## config.mk

```make
export PLATFORM = sky130hd
export DESIGN_NAME = dot_start_gov
export DESIGN_NICKNAME = d
export VERILOG_FILES = /design/src/rtl/dot_start_gov.sv
export SDC_FILE = /design/constraint.sdc
export NUM_CORES = 1
export LEC_CHECK = 0
export ABC_CLOCK_PERIOD_IN_PS = 1200
export BUFFER_PORTS_ARGS = -buffer_cell sky130_fd_sc_hd__buf_2
export CAP_MARGIN = 20
export CELL_PAD_IN_SITES_DETAIL_PLACEMENT = 0
export CELL_PAD_IN_SITES_GLOBAL_PLACEMENT = 1
export CORE_AREA = 2 2 39 41
export DETAILED_ROUTE_END_ITERATION = 10
export DIE_AREA = 0 0 41 43
export PLACE_DENSITY = 0.64
export SLEW_MARGIN = 5
export SYNTH_ARGS = -nofsm -noshare
export SYNTH_HDL_FRONTEND = slang
export SYNTH_SLANG_ARGS = --single-unit
```

## constraint.sdc

```tcl
create_clock -name clk -period 1.2 [get_ports clk]
set_input_delay 0.3 -clock clk [delete_from_list [all_inputs] [get_ports clk]]
set_output_delay 0.3 -clock clk [all_outputs]
set_load 0.005 [all_outputs]
```

## src/rtl/dot_start_gov.sv

```systemverilog
module dot_start_gov #(
  parameter int SYNC_STAGES = 2
) (
  input  logic       clk,
  input  logic       rst_n,
  input  logic [2:0] prio,
  input  logic       sweep_gate,
  input  logic       ro_active,
  input  logic       sweeps_present,
  input  logic       interfere,
  input  logic       at_rest,
  input  logic       get_dot,
  output logic       start_dot_n,
  output logic       ro_req
);
  localparam int TOP = SYNC_STAGES - 1;

  logic [TOP:0] sg_sync, ra_sync;
  logic         sg_prev, dot_req;
  logic         sg_s, ra_s, sg_rise;
  logic         p_low, p_high, p_ok, pulse;
  logic         low_trig, ro_cond;

  assign sg_s    = sg_sync[TOP];
  assign ra_s    = ra_sync[TOP];
  assign sg_rise = sg_s & ~sg_prev;

  assign p_low  = (prio == 3'd1) || (prio == 3'd2);
  assign p_high = (prio == 3'd3) || (prio == 3'd4);
  assign p_ok   = p_low | p_high;
  assign pulse  = ~start_dot_n;

  assign low_trig = at_rest & p_low & ~pulse & (dot_req | ra_s);
  assign ro_cond  = at_rest & ~ro_req & ~pulse &
                    (p_high | (p_ok & (prio != 3'd1) & ~sweeps_present) | (p_ok & interfere));

  always_ff @(posedge clk or negedge rst_n) begin
    if (!rst_n) begin
      sg_sync <= '0;
      ra_sync <= '0;
      sg_prev <= 1'b0;
    end else begin
      sg_sync <= {sg_sync[TOP-1:0], sweep_gate};
      ra_sync <= {ra_sync[TOP-1:0], ro_active};
      sg_prev <= sg_s;
    end
  end

  always_ff @(posedge clk or negedge rst_n) begin
    if (!rst_n) dot_req <= 1'b0;
    else        dot_req <= at_rest & p_low & ~pulse & (dot_req | sg_rise);
  end

  always_ff @(posedge clk or negedge rst_n) begin
    if (!rst_n)                   start_dot_n <= 1'b1;
    else if (pulse)               start_dot_n <= ~at_rest;
    else if (low_trig | ro_cond)  start_dot_n <= 1'b0;
  end

  always_ff @(posedge clk or negedge rst_n) begin
    if (!rst_n)       ro_req <= 1'b0;
    else if (get_dot) ro_req <= 1'b0;
    else if (ro_cond) ro_req <= 1'b1;
  end
endmodule


```

Yosys cells after proc, flatten, opt, wreduce, memory -nomap -nowiden. Index checks and enable logic that the tools add are counted.

Bits in registers: 8. Latch bits: 0. RAM bits: 0. Memory bits (read-only): 0. Output and inout bits: 2. Logic and storage cells: 39. Memories kept: 0.

Add/subtract/negate cells: 0. Multipliers: 0. Div/mod/pow operators: 0. Order comparisons: 0. Eq/ne operators: 5. Shift operators: 0. Mux-type cells: 4. Bitwise operators: 21. Reduce and logical (&&, ||, !) cells: 3.

Operators with widths (count): 1-bit AND (11); 3-bit by 2-bit equality test with 1-bit output, second input constant (2); 1-bit bitwise OR (6); 1-bit 2-to-1 mux (4); 1-bit NOT (4); 3-bit by 1-bit equality test with 1-bit output, second input constant (1); 3-bit equality test, second input constant (1); 3-bit by 1-bit != test with 1-bit output, second input constant (1); 1-bit logical OR (2); 2-bit nonzero test (1).

Logic depth before layout (Yosys ltp).
Word-level depth: 11. Mapped depth: 4. Gate-level depth less buffers: 4.

Least setup slack after synthesis. No wires, ideal clock.

Kind: input port to flip-flop. From: input port prio[0]. To: register ro_req. Arrival time: 0.899 ns. Slack: 0.182 ns. Stages on the path: 4. Cell sequence: mux2_4 -> o21ai_2 -> nor3_1 -> o21ba_1.

Longest elaborated chain between the ends: 9.

RTL lines: from (decl) (line 6) `input logic [2:0] prio,`; 3-bit by 1-bit equality test with 1-bit output (tied with other cells) (line 28) `assign p_low = (prio == 3'd1) || (prio == 3'd2);`; 1-bit logical OR (on tied branches) (line 28, 29); 1-bit bitwise OR (line 30) `assign p_ok = p_low | p_high;`; 1-bit AND (2 in a row) (line 35) `(p_high | (p_ok & (prio != 3'd1) & ~sweeps_present) | (p_ok & interfere));`; 1-bit bitwise OR (line 35); 1-bit bitwise OR * (line 35); 1-bit AND * (line 34) `assign ro_cond = at_rest & ~ro_req & ~pulse &`; 2-bit nonzero test (no source line) *; to (signal assigned) (line 61) `if (!rst_n) ro_req <= 1'b0;`; to (signal assigned) (line 62) `else if (get_dot) ro_req <= 1'b0;`; to (signal assigned) (line 63) `else if (ro_cond) ro_req <= 1'b1;`; to (decl) (line 14) `output logic ro_req`.

Every way passes the cells marked *; elsewhere a longest branch is shown, timed or not. A chain may end at the register's enable or synchronous reset.

Final worst setup path.
From: register start_dot_n. To: output port start_dot_n.

RTL lines: from (decl) (line 13) `output logic start_dot_n,`; from (signal assigned) (line 56) `else if (pulse) start_dot_n <= ~at_rest;`.

No word-level cell between the ends.

==> flow_metrics.tcl <==
set metrics [dict create \
    status "finished clean" \
    reg2reg_from "start_dot_n" \
    worst_pin_slew_ns 0.214 \
    synth_top_area_cell "dfrtp_1" \
    num-nets-final 55 \
    r2r.worst_path.cells 4 \
    ys_ff_latch 8 \
    utilization_pct 32.2 \
    synth_area_um2 308 \
    synth_top_area_share_pct 56.9 \
    die-area_um2 1760 \
    slew_viol_final 0 \
    grt_use_total_pct 7.74 \
    path_buf_inv 1 \
    core_um2 1380 \
    cap_violations 0 \
    die_w_um 41 \
    crit_path_start_kind "register" \
    ys_seq_area_share_pct 65.4 \
    fmax_mhz 857 \
    placed_cell_area_um2 395 \
    reg2reg_setup_slack_ns 0.13 \
    drive_gt1_share_pct 46.5 \
    synth_nets 35 \
    worstPathMaxFanout 2 \
    slew_headroom_pct 85.6 \
    fin_ws_ns 0.0325 \
    ys_warn_count 0 \
    fin_crit_ns 1.17 \
    path_clk_slew_ns 0.05 \
    cp.required_ns 0.90 \
    powerDensity_nw_per_um2 1330 \
    dp_hpwl_um 428 \
    grt_pass1_vias 236 \
    io_pins 13 \
    ctsHtreeMaxLevel 1 \
    first_pass_iters 2 \
    antenna_found_initial 0 \
    pre_cts_ws_ns 0.0170 \
    synth_edf_count 0 \
    power.leakage_nw 0.223 \
    clockBufferDepth 2 \
    synth-async-reset-ratio_pct 100 \
    synth.distinct_cells 16 \
    vdd_drop_max_mv 0.614 \
    grt_max_degree 9 \
    port_buffers 12 \
    worstSetupEndpoint "start_dot_n" \
    path_cells "buf_6" \
    startpoint "start_dot_n" \
    min_period_over_period_pct 97.3 \
    critPathArrivalTime_ns 0.87 \
    hold_viol_final 0 \
    clk_latency_ns 0.25 \
    dr_total_vias 243 \
    setup_viol_count_final 0 \
    via_per_inst 4.12 \
    drt_iter0_markers 2 \
    synth.most_common_cell "dfrtp_1" \
    fillers 152 \
    cp.depth 1 \
    synth_commonest_cells "7 x dfrtp_1, 2 x nand2_1, 2 x nor3_1" \
    postRouteAntennaNets 0 \
    grt_setup_unrepaired "true" \
    grt_pass1_wl_um 883 \
    numClockSinks 8 \
    synthCells 24 \
    stdcell_area_um2 445 \
    placed_cells 53 \
    wl_per_cell_um 9.00 \
    num_rows 14 \
    crit_slowest_cell "dfstp_2" \
    skew_ns 0.00419 \
    final_cells 59 \
    syn_to_final_growth_pct 44.7 \
    critical_path_class "register to output pin" \
    ctsRootBufferMaster "clkbuf_4" \
    routed_wl_um 531 \
    hp-class "input port to register" \
    crit_family "flip-flops" \
    finalSetupTns_ns 0 \
    synth.area.top_cells "dfrtp_1 57%, dfstp_2 8.5%, mux2_4 4.9%, nor3_1 3.3%, o21ba_1 3.3%" \
    tritoncts "built" \
    n_antenna_cell 0 \
    r2r-end "ro_req" \
    grt-ovfl-total 0 \
    die_h_um 43 \
    cts_inserted_buffers 3 \
    place_congestion 0.634 \
    start_util_pct 22.2 \
    synth_ff_type "dfrtp_1" \
    cp_slowest_stage_delay_ns 0.53 \
    drc 0 \
    end_kind "output pin" \
    avgSynthCellArea_um2 12.8 \
]
power by group:
group	switching, mW	internal [mW]	leakage [nW]
sequential	0.00686	0.288	0.0962
clock	0.0877	0.127	0.0150
combinational	0.0337	0.0469	0.111
through the flow:
stage               power (mW)  hold WS (ns)
finish                   0.590         0.151
global route             0.632         0.136
CTS                      0.601         0.141
detailed placement       0.369         0.149
global placement         0.369         0.143
floorplan                0.330       0.00441
kinds of logic (layout without fill, tap and decap cells):
logic type / after synthesis / after routing / synth area share, %
flip-flops: 8 / 8 / 65.4
AND/OR/NAND/NOR: 7 / 7 / 11.4
AO/OA/AOI/OAI: 6 / 6 / 14.2
XOR/XNOR: 1 / 1 / 2.85
multiplexers: 1 / 1 / 4.88
buffers and inverters: 1 / 20 / 1.22
how the worst min path moves through the flow:
stage	start	end	slack, ns	cells after the start
finish	ro_active	ra_sync[0]	0.15	1
global route	ro_active	ra_sync[0]	0.14	1
CTS	ro_active	ra_sync[0]	0.14	1
detailed placement	rst_n	sg_sync[0]	0.15	1
global placement	rst_n	ra_sync[0]	0.14	1
floorplan	rst_n	dot_req	0.004	0
state kept, by name, indices dropped and copies added, names as in the netlist:
| signal | flops |
|---|---|
| ra_sync | 2 |
| sg_sync | 2 |
| dot_req | 1 |
| ro_req | 1 |
| sg_prev | 1 |
| start_dot_n | 1 |
area by class of cell:
class,instances,area [um2],area share [%]
timing repair buffer,15,91.3,20.5
sequential,8,201,45.2
multi-input combinational,15,103,23.0
inverter,1,3.75,0.843
clock buffer,4,26.3,5.90
tap,16,20.0,4.49
placed cells by master, fill, tap and decap left out, drive strengths merged, types with 2 or more instances in the layout:
cell / count
o21ai: 2
clkbuf: 4
nor3: 2
buf: 14
nand2: 2
dfrtp: 7
timing repair:
| action | in CTS | in global routing |
|---|---|---|
| setup buffers | 1 | 0 |
| setup endpoints to repair | 1 | 1 |
| gates resized for setup | 0 | 1 |
| cloned | 0 | 0 |
| hold endpoints to repair | 7 | 0 |
| hold buffers | 1 | 0 |
metal layers:
metal	GRT usage, %	share of wire, %	wire length, um
met1	9.43	45	240
met2	10.3	40	213
met3	1.57	11	58
met4	8.00	3.6	19
met5	0	0	0
No activity file was read; power rests on OpenSTA's default activity.
